==> src/rtl/ddc_pkg.sv <==
package ddc_pkg;
  typedef enum logic [2:0] {
    ST_IDLE, ST_ADDR, ST_ACK_A, ST_RX, ST_ACK_W, ST_TX, ST_MACK, ST_WAIT
  } bus_st_e;

  localparam logic [6:0] EDID_ID = 7'h50;
  localparam logic [6:0] CTRL_ID = 7'h54;
endpackage

==> src/rtl/ddc_line_filter.sv <==
module ddc_line_filter #(
  parameter int FILT_LEN = 3
) (
  input  logic clk,
  input  logic rst_n,
  input  logic din,
  output logic dout
);
  localparam int CW = $clog2(FILT_LEN + 1);

  logic s1, s2;
  logic [CW-1:0] cnt;

  always_ff @(posedge clk or negedge rst_n) begin
    if (!rst_n) begin
      s1   <= 1'b1;
      s2   <= 1'b1;
      dout <= 1'b1;
      cnt  <= '0;
    end else begin
      s1 <= din;
      s2 <= s1;
      if (s2 == dout) begin
        cnt <= '0;
      end else if (cnt == CW'(FILT_LEN - 1)) begin
        dout <= s2;
        cnt  <= '0;
      end else begin
        cnt <= cnt + 1'b1;
      end
    end
  end
endmodule

==> src/rtl/ddc_bus_engine.sv <==
module ddc_bus_engine
  import ddc_pkg::*;
(
  input  logic       clk,
  input  logic       rst_n,
  input  logic       scl,
  input  logic       sda,
  input  logic [7:0] rd_byte,
  output logic       sda_low,
  output logic       busy,
  output logic       sel_ctrl,
  output logic [7:0] ptr,
  output logic       wr_stb,
  output logic [7:0] wr_addr,
  output logic [7:0] wr_data
);
  bus_st_e    st;
  logic       scl_q, sda_q, rnw, first, mack;
  logic [3:0] bitcnt;
  logic [7:0] sh, tx;

  wire scl_rise = scl & ~scl_q;
  wire scl_fall = ~scl & scl_q;
  wire is_start = scl & scl_q & sda_q & ~sda;
  wire is_stop  = scl & scl_q & ~sda_q & sda;
  wire id_hit   = (sh[7:1] == EDID_ID) || (sh[7:1] == CTRL_ID);

  always_ff @(posedge clk or negedge rst_n) begin
    if (!rst_n) begin
      st <= ST_IDLE; scl_q <= 1'b1; sda_q <= 1'b1;
      sda_low <= 1'b0; busy <= 1'b0; sel_ctrl <= 1'b0;
      rnw <= 1'b0; first <= 1'b0; mack <= 1'b0;
      bitcnt <= '0; sh <= '0; tx <= '0; ptr <= '0;
      wr_stb <= 1'b0; wr_addr <= '0; wr_data <= '0;
    end else begin
      scl_q  <= scl;
      sda_q  <= sda;
      wr_stb <= 1'b0;
      if (is_start) begin
        st <= ST_ADDR; bitcnt <= '0; sda_low <= 1'b0; busy <= 1'b1;
      end else if (is_stop) begin
        st <= ST_IDLE; sda_low <= 1'b0; busy <= 1'b0;
      end else begin
        case (st)
          ST_ADDR: begin
            if (scl_rise) begin
              sh <= {sh[6:0], sda}; bitcnt <= bitcnt + 1'b1;
            end else if (scl_fall && bitcnt == 4'd8) begin
              if (id_hit) begin
                sda_low  <= 1'b1;
                sel_ctrl <= (sh[7:1] == CTRL_ID);
                rnw      <= sh[0];
                first    <= ~sh[0];
                st       <= ST_ACK_A;
              end else begin
                st <= ST_IDLE; busy <= 1'b0;
              end
            end
          end
          ST_ACK_A: if (scl_fall) begin
            bitcnt <= '0;
            if (rnw) begin
              tx <= rd_byte; sda_low <= ~rd_byte[7]; st <= ST_TX;
            end else begin
              sda_low <= 1'b0; st <= ST_RX;
            end
          end
          ST_RX: begin
            if (scl_rise) begin
              sh <= {sh[6:0], sda}; bitcnt <= bitcnt + 1'b1;
            end else if (scl_fall && bitcnt == 4'd8) begin
              sda_low <= 1'b1;
              st      <= ST_ACK_W;
              if (first) begin
                ptr <= sh; first <= 1'b0;
              end else begin
                wr_stb <= 1'b1; wr_addr <= ptr; wr_data <= sh;
                ptr <= ptr + 1'b1;
              end
            end
          end
          ST_ACK_W: if (scl_fall) begin
            sda_low <= 1'b0; bitcnt <= '0; st <= ST_RX;
          end
          ST_TX: if (scl_fall) begin
            if (bitcnt == 4'd7) begin
              sda_low <= 1'b0; ptr <= ptr + 1'b1; st <= ST_MACK;
            end else begin
              tx <= {tx[6:0], 1'b0}; sda_low <= ~tx[6]; bitcnt <= bitcnt + 1'b1;
            end
          end
          ST_MACK: begin
            if (scl_rise) mack <= ~sda;
            else if (scl_fall) begin
              if (mack) begin
                tx <= rd_byte; sda_low <= ~rd_byte[7]; bitcnt <= '0; st <= ST_TX;
              end else begin
                st <= ST_WAIT;
              end
            end
          end
          default: ;
        endcase
      end
    end
  end

  // the target never moves SDA while SCL is held high
  p_sda_hold_r12: assert property (@(posedge clk) disable iff (!rst_n)
    (scl && $past(scl)) |-> $stable(sda_low));
  // stores only come out of the receive phase
  p_wr_after_rx_r4: assert property (@(posedge clk) disable iff (!rst_n)
    wr_stb |-> $past(st == ST_RX));
  // leaving a transfer always leaves SDA released
  p_release_on_idle_r3: assert property (@(posedge clk) disable iff (!rst_n)
    $fell(busy) |-> !sda_low);
endmodule

==> src/rtl/ddc_edid_ram.sv <==
module ddc_edid_ram #(
  parameter int AW = 8
) (
  input  logic          clk,
  input  logic          we,
  input  logic [AW-1:0] addr,
  input  logic [7:0]    wdata,
  output logic [7:0]    rdata
);
  localparam int DEPTH = 1 << AW;
  logic [7:0] mem [DEPTH];

  always_ff @(posedge clk) begin
    if (we) mem[addr] <= wdata;
    else    rdata     <= mem[addr];
  end
endmodule

==> src/rtl/ddc_ctrl_regs.sv <==
module ddc_ctrl_regs #(
  parameter int         REG_AW    = 6,
  parameter logic [7:0] RATE_ADDR = 8'h31
) (
  input  logic       clk,
  input  logic       rst_n,
  input  logic       wr_en,
  input  logic [7:0] wr_addr,
  input  logic [7:0] wr_data,
  input  logic [7:0] rd_addr,
  input  logic       hpd,
  output logic [7:0] rd_data,
  output logic [3:0] link_rate,
  output logic       train_start
);
  localparam int REG_COUNT = 1 << REG_AW;
  localparam logic [REG_AW-1:0] RATE_IDX = RATE_ADDR[REG_AW-1:0];

  logic [7:0] regs [REG_COUNT];
  logic       hpd_s1, hpd_s2, hpd_s3;

  wire wr_hit  = wr_en && ({1'b0, wr_addr} < 9'(REG_COUNT));
  wire rd_hit  = {1'b0, rd_addr} < 9'(REG_COUNT);
  wire rate_wr = wr_en && (wr_addr == RATE_ADDR) &&
                 (wr_data[3:0] != regs[RATE_IDX][3:0]);

  always_ff @(posedge clk or negedge rst_n) begin
    if (!rst_n) begin
      for (int i = 0; i < REG_COUNT; i++) regs[i] <= '0;
      hpd_s1 <= 1'b0; hpd_s2 <= 1'b0; hpd_s3 <= 1'b0;
      train_start <= 1'b0;
    end else begin
      hpd_s1 <= hpd; hpd_s2 <= hpd_s1; hpd_s3 <= hpd_s2;
      if (wr_hit) regs[wr_addr[REG_AW-1:0]] <= wr_data;
      train_start <= rate_wr | (hpd_s2 & ~hpd_s3);
    end
  end

  assign rd_data   = rd_hit ? regs[rd_addr[REG_AW-1:0]] : 8'h00;
  assign link_rate = regs[RATE_IDX][3:0];

  // every change of the rate field comes with a training request
  p_rate_change_pulse_r10: assert property (@(posedge clk) disable iff (!rst_n)
    (link_rate != $past(link_rate)) |-> train_start);
endmodule

==> src/rtl/ddc_scdc_target.sv <==
module ddc_scdc_target #(
  parameter int FILT_LEN = 3,
  parameter int REG_AW   = 6,
  parameter int EDID_AW  = 8
) (
  input  logic               clk,
  input  logic               rst_n,
  input  logic               scl_i,
  input  logic               sda_i,
  output logic               sda_oe,
  input  logic               hpd_i,
  input  logic               host_wr_valid,
  output logic               host_wr_ready,
  input  logic [EDID_AW-1:0] host_wr_addr,
  input  logic [7:0]         host_wr_data,
  output logic               train_start_o,
  output logic [3:0]         link_rate_o
);
  logic scl_f, sda_f, busy, sel_ctrl, wr_stb;
  logic [7:0] ptr, wr_addr, wr_data, ram_rd, reg_rd, rd_byte;
  logic [EDID_AW-1:0] ram_addr;
  logic ram_we;

  ddc_line_filter #(.FILT_LEN(FILT_LEN)) u_scl_filt (
    .clk(clk), .rst_n(rst_n), .din(scl_i), .dout(scl_f));
  ddc_line_filter #(.FILT_LEN(FILT_LEN)) u_sda_filt (
    .clk(clk), .rst_n(rst_n), .din(sda_i), .dout(sda_f));

  ddc_bus_engine u_engine (
    .clk(clk), .rst_n(rst_n), .scl(scl_f), .sda(sda_f), .rd_byte(rd_byte),
    .sda_low(sda_oe), .busy(busy), .sel_ctrl(sel_ctrl), .ptr(ptr),
    .wr_stb(wr_stb), .wr_addr(wr_addr), .wr_data(wr_data));

  assign host_wr_ready = ~busy;
  assign ram_we        = host_wr_valid & ~busy;
  assign ram_addr      = busy ? ptr[EDID_AW-1:0] : host_wr_addr;

  ddc_edid_ram #(.AW(EDID_AW)) u_ram (
    .clk(clk), .we(ram_we), .addr(ram_addr), .wdata(host_wr_data), .rdata(ram_rd));

  ddc_ctrl_regs #(.REG_AW(REG_AW)) u_regs (
    .clk(clk), .rst_n(rst_n), .wr_en(wr_stb & sel_ctrl), .wr_addr(wr_addr),
    .wr_data(wr_data), .rd_addr(ptr), .hpd(hpd_i), .rd_data(reg_rd),
    .link_rate(link_rate_o), .train_start(train_start_o));

  assign rd_byte = sel_ctrl ? reg_rd : ram_rd;

  // with the bus idle the rate field cannot move
  p_rate_quiet_idle_r9: assert property (@(posedge clk) disable iff (!rst_n)
    (!busy && !$past(busy)) |-> $stable(link_rate_o));
endmodule

==> config.mk <==
export PLATFORM = sky130hd
export DESIGN_NAME = ddc_scdc_target
export DESIGN_NICKNAME = d
export VERILOG_FILES = /design/src/rtl/ddc_pkg.sv /design/src/rtl/ddc_line_filter.sv /design/src/rtl/ddc_bus_engine.sv /design/src/rtl/ddc_edid_ram.sv /design/src/rtl/ddc_ctrl_regs.sv /design/src/rtl/ddc_scdc_target.sv
export SDC_FILE = /design/constraint.sdc
export NUM_CORES = 2
export LEC_CHECK = 0
export BUFFER_PORTS_ARGS = -buffer_cell sky130_fd_sc_hd__buf_2
export CORE_MARGIN = 2
export CORE_UTILIZATION = 55
export CTS_CLUSTER_SIZE = 10
export DETAILED_ROUTE_END_ITERATION = 8
export GPL_TIMING_DRIVEN = 1
export PLACE_DENSITY = 0.73
export SLEW_MARGIN = 20
export SYNTH_ARGS = -nofsm -noshare
export SYNTH_HDL_FRONTEND = slang
export SYNTH_SLANG_ARGS = --single-unit
==> constraint.sdc <==
create_clock -name clk -period 9.85 [get_ports clk]
set_input_delay 0.985 -clock clk [delete_from_list [all_inputs] [get_ports clk]]
set_output_delay 0.985 -clock clk [all_outputs]
set_load 0.02 [all_outputs]
* Word-level counts from Yosys, hierarchy flattened
Memory sizes are Yosys's and may differ from the RTL's. A register that Yosys moved wholly into a read port is not among the register bits. Index checks and enable logic that the tools add are counted.
Storage, ports and cells: output and inout bits 7, logic and storage cells 299, memories 1, bits in read-only memories 0, bits in registers 581, bits in latches 0, input bits 22, memory bits (writable) 2048
Memories:
- u_ram.mem | words 256, width 8, rd ports 1, clocked after Yosys merged registers in 1, wr ports 1, line ddc_edid_ram.sv:11 | logic [7:0] mem [DEPTH];
Operators by class: mux-type cells 89, add/subtract/negate cells 4, magnitude comparators 5, divide/modulo/power cells 0, reduce and logical (&&, ||, !) cells 29, shifts and indexed selects 0, equal/unequal tests 51, $mul 0, bitwise logic cells 28
Operators with widths (number):
- $bwmux W512 | 1
- $mux W8 | 11
- $mux W7 | 7
- $bmux W8 S6 | 1
- $demux W8 S6 | 1
- $mux W3 | 13
- $mux W4 | 9
- $ne A4 B1 Y1 const B | 9
- $mux W1 | 34
- $pmux W7 S3 | 1
- $ne A2 B1 Y1 const B | 10
- $ne A3 B1 Y1 const B | 6
- $pmux W3 S6 | 1
- $lt A8 B7 Y1 const B | 2
- $pmux W4 S4 | 1
- $pmux W8 S2 | 1
- $not A1 Y1 | 15
- $eq A7 B7 Y1 const B | 2
- $ge A7 B7 Y1 const B | 2
- $not A6 Y7 | 2
- $mux W2 | 6
- $ne A4 B4 Y1 const B | 3
- $reduce_and A12 Y1 | 1
- $reduce_and A4 Y1 | 3
- other kinds (35) | 64

* Logic depth before layout (Yosys ltp)
word-level depth 13, mapped depth 15, gate-level depth less buffers 9

* By module
A second synthesis with hierarchy kept.
Second synthesis, totals: cells, all modules 5362, area, all modules 105776.4 um^2
Modules (own cells, without submodules):
- ddc_edid_ram | seq. area each 61739.2 um^2, area each 78534.1 um^2, instances 1, cells an instance 3545
- ddc_ctrl_regs | seq. area each 12912.4 um^2, area each 23764.0 um^2, instances 1, cells an instance 1514
- ddc_bus_engine | seq. area each 1378.8 um^2, area each 2839.0 um^2, instances 1, cells an instance 262
- ddc_line_filter | seq. area each 128.9 um^2, area each 178.9 um^2, instances 2, cells an instance 10
- ddc_scdc_target | seq. area each 0.0 um^2, area each 281.5 um^2, instances 1, cells an instance 21

* Least setup slack after synthesis
OpenSTA, ideal clock, no wires.
kind input-to-reg, start point input port host_wr_addr[0], end point memory u_ram.mem[108][0], enable pin, setup slack 6.012 ns, stages 12, library setup time 0.370 ns, buffers on the path 8, data required time 9.480 ns, data arrival time 3.468 ns, cell sequence mux2_4 -> buf_6 -> buf_6 -> buf_6 -> buf_4 -> buf_4 -> buf_2 -> buf_2 -> nor3_1 -> nand2_1 -> buf_2 -> nor2_1
On the way: word-level cells in the longest chain between the ends 1
Ends and longest elaborated chain:
- start, declared | line ddc_scdc_target.sv:14 | input logic [EDID_AW-1:0] host_wr_addr,
- $mux W8 | line ddc_scdc_target.sv:36 | assign ram_addr = busy ? ptr[EDID_AW-1:0] : host_wr_addr;
- end, declared | line ddc_edid_ram.sv:11
Every way passes these cells.

* Worst setup path in the final report
start point register u_engine.ptr[0], end point register u_ram.rdata[3], read port of u_ram.mem, data pin
On the way: word-level cells in the longest chain between the ends 1
Ends and longest elaborated chain:
- start, declared | line ddc_bus_engine.sv:12 | output logic [7:0] ptr,
- start signal, assigned | line ddc_bus_engine.sv:78 | ptr <= ptr + 1'b1;
- $mux W8 | line ddc_scdc_target.sv:36
- end, declared | line ddc_edid_ram.sv:8 | output logic [7:0] rdata
Every way passes these cells. A chain may end at the register's enable or synchronous reset.

==> impl_results.md <==
- IO buf count: 28
- Max Clock Skew: a little over 60 ps
- Setup-failing EPs final: 0
- Slew Viols, Final: 0
- FF+latch count, synth: 2637
- Power density cells: ~220 mW/mm^2
- LEAKAGE: 40.7 nW
- IR drop worst, VDD: between 0.15 and 0.2 mV
- Final Util: approximately three fifths
- Total GRT Usage: 29.8%
- Syn_nets: 6282
- Max Freq: around 180 MHz
- Clk_lat worst skew: between 900 and 1000 ps
- Post-DP Area: 0.109 sq mm
- Fillcell total: 13400
- Ys flop type: edfxtp_1
- R2R Path Start: u_engine.ptr[0]
- CP startpoint kind: flip-flop
- GRT overflow: 0
- Reg area: ~0.076 sq mm
- CP Class: flip-flop to flip-flop
- Post-synth ARST share: about 22%
- Violated checks: DRC
- Clock slew at reported path FFs: roughly 50 ps
- Final hold violations: 0
- Die area: just under 0.2 sq mm
- Worst R2R End: u_ram.rdata[3]
- Relative slew slack: about an eighth
- Total design power: about 26 mW
- Total length of routed wires: a little under 300 mm
- Clock Root Buffer: clkbuf_16
- CTS tree: done
- GP Congestion: 0.933
- I/O pin total: 29
- Final period utilization: a little under three fifths
- Final routed DRC violation total: 2
- Syn Inst Count: between 6000 and 7000
- Min Hold Slack: just over 90 ps
- Pre-CTS worst setup slack: 4380 ps
- # hold bufs at CTS: 0
- Final nets: between 6000 and 7000
- R2R Setup Slk: around 4300 ps
- Num CTS Buffers: around 320
- Global-route wire length before repair: approximately 430 mm
- Tightest Pin Transition: around 1300 ps
- R2R cell count: 9
- Post-DR wirelength/cell: ~33 um
- Yosys warns: 0
- EDFF count, synth: a little over 2000
- Vias in the first global route: around 60000
- Num rows: between 150 and 200
- Hold Crit Class: input pin to async pin
- Share of cells above drive strength 1: about a quarter
- HPWL Detailed: 176 mm
- Final std cells w/o fill: roughly 8900
- WP data arrival: about 6200 ps
- Max Cap Viol: 0
- First-pass DRT Iterations: 9
- Postcts setup bufs: 0
- CP required: about 11000 ps
- RSZ-0062 raised after global routing: no
- CTS Buffer Depth: 4
- Antenna viol nets, final: 0
- Final setup TNS: 0 ps
- Area of the mapped netlist: approximately 0.11 sq mm
- Largest net degree at the start of global routing: 154
- Number of DRC markers in iteration 0: 9148
- Clk sink count: roughly 2600
- Area grow syn2layout: 10.5%
- Core box area: 0.193 sq mm
- Final instance area: approximately 0.12 sq mm
- Multi-input logic area: roughly 0.029 sq mm
- H-tree depth: 5
- Initial Util: between 50% and 60%
- Vias/cell: roughly 6.9
- Distinct cell type count after synthesis: 78
- Die width: 444 um
- Crit end category: flip-flop
- Die Ht: around 440 um
- Fin worst setup slack: 4290 ps
- Post-CTS Resized: 0
- Crit Path Max Fanout: 86
- Post-Place Cells: roughly 8500
- Initial antenna violation count: 10
- Register area share after synthesis: between 70% and 80%
- Min cycle time layout: 5560 ps
- Outcome: complete, but fails checks
- Via count: approximately 60000
- Avg Cell Area, Syn: about 17 sq um
registers in the layout (all words and copies together) (netlist names), 2 cells and up:
signal and count:
u_ram.mem 2048, u_regs.regs 508, u_engine.ptr 8, u_engine.sh 8, u_engine.wr_addr 8, u_engine.wr_data 8
u_ram.rdata 8, u_engine.tx 7, u_engine.bitcnt 4, u_regs.link_rate 4, u_engine.st 3, u_scl_filt.cnt 2
u_sda_filt.cnt 2
cells by family (layout without fill, tap and decap cells):
kind of cell | after synthesis | in the layout | synth area share (%)
adder cells (fa/ha/maj) | 3 | 3 | 0.0352
XOR/XNOR | 7 | 7 | 0.0575
flip-flops | 2637 | 2637 | 71.5
AO/OA/AOI/OAI | 393 | 393 | 2.66
buffers and inverters | 412 | 534 | 1.77
other | 0 | 7 | 0
multiplexers | 1126 | 1126 | 17.2
AND/OR/NAND/NOR | 1679 | 1679 | 6.81
worst max-delay path, cell delays in order, from the launching register on:
cell	delay, ps
dfrtp_4	980
mux2_8	790
buf_12	480
buf_4	700
mux4_2	600
a22oi_1	200
nor2_1	70
nor4_1	670
nand3_1	160
or3_1	410
synthesized netlist by cell type, drive strengths merged, types with 9 or more instances:
master | count | area, sq um
dfrtp | 573 | 14300
nor3b | 9 | 67.6
clkbuf | 188 | 706
o21ai | 33 | 165
nand3 | 268 | 1340
nor4 | 14 | 87.6
a32oi | 31 | 272
a311oi | 33 | 289
nor2 | 382 | 1470
nor3 | 26 | 130
mux4 | 508 | 11400
o22ai | 13 | 81.3
edfxtp | 2056 | 61700
mux2 | 560 | 6310
nand4 | 78 | 488
nand2b | 11 | 68.8
buf | 211 | 1130
a21oi | 65 | 325
o2111ai | 9 | 78.8
and3 | 38 | 238
a31oi | 48 | 300
nand2 | 806 | 3030
o211ai | 9 | 67.6
a22o | 10 | 87.6
a22oi | 68 | 510
mux2i | 58 | 581
a221oi | 16 | 140
inv | 10 | 37.5
power breakdown:
part / switching, mW / internal [mW] / total [mW]
combinational: 2.43 / 1.22 / 3.65
clock: 4.13 / 5.81 / 9.94
sequential: 0.141 / 12.1 / 12.2
layout make-up:
cell class,instances,share of cell area (%)
diodes,7,0.0149
clock buffers,371,7.01
clock inverters,8,0.0499
inverters,13,0.0414
multi-input cells,3208,24.4
flip-flops and latches,2637,64.7
well taps,2526,2.68
repair buffers,142,1.06
worst max-delay path by stage:
stage | endpoint | start | slack [ps] | cells after the start
2_1_floorplan | u_ram.mem[108][0] | host_wr_addr[0] | 6010 | 12
3_3_place_gp | u_ram.rdata[1] | u_engine.ptr[0] | 3240 | 8
3_5_place_dp | u_ram.rdata[7] | u_engine.ptr[0] | 4380 | 9
4_1_cts | u_ram.rdata[7] | u_engine.ptr[0] | 4390 | 9
5_1_grt | u_ram.rdata[3] | u_engine.ptr[0] | 4070 | 9
6_report | u_ram.rdata[3] | u_engine.ptr[0] | 4290 | 9
placed cells by master, fill, tap and decap left out, types with 8 or more instances in the layout:
cell / n
nor3_1: 24
nand3b_1: 8
nand2_1: 790
mux4_2: 508
edfxtp_1: 2056
nor3b_1: 8
mux2i_1: 52
mux2_2: 557
o21ai_0: 33
a311oi_1: 33
a31oi_1: 48
buf_4: 98
nand2b_1: 11
inv_1: 10
nor2_1: 370
o211ai_1: 9
buf_2: 20
a22o_1: 10
o2111ai_1: 9
nor4_1: 12
clkbuf_16: 323
a22oi_1: 68
dfrtp_1: 561
buf_12: 10
nand2_2: 16
a32oi_1: 31
nand4_1: 78
dfrtp_2: 9
nand3_1: 268
dfstp_2: 8
a21oi_1: 65
clkbuf_1: 48
a221oi_1: 16
and3_1: 38
o22ai_1: 13
routing by layer:
metal / GRT usage, % / up-vias / share of wire (%)
li1: - / 24400 / -
met1: 40.5 / 31500 / 36
met2: 44.5 / 4355 / 45
met3: 8.44 / 869 / 13
met4: 15.2 / 14 / 6.1
met5: 0 / - / 0.032
Power figures use the tool's default switching activity.
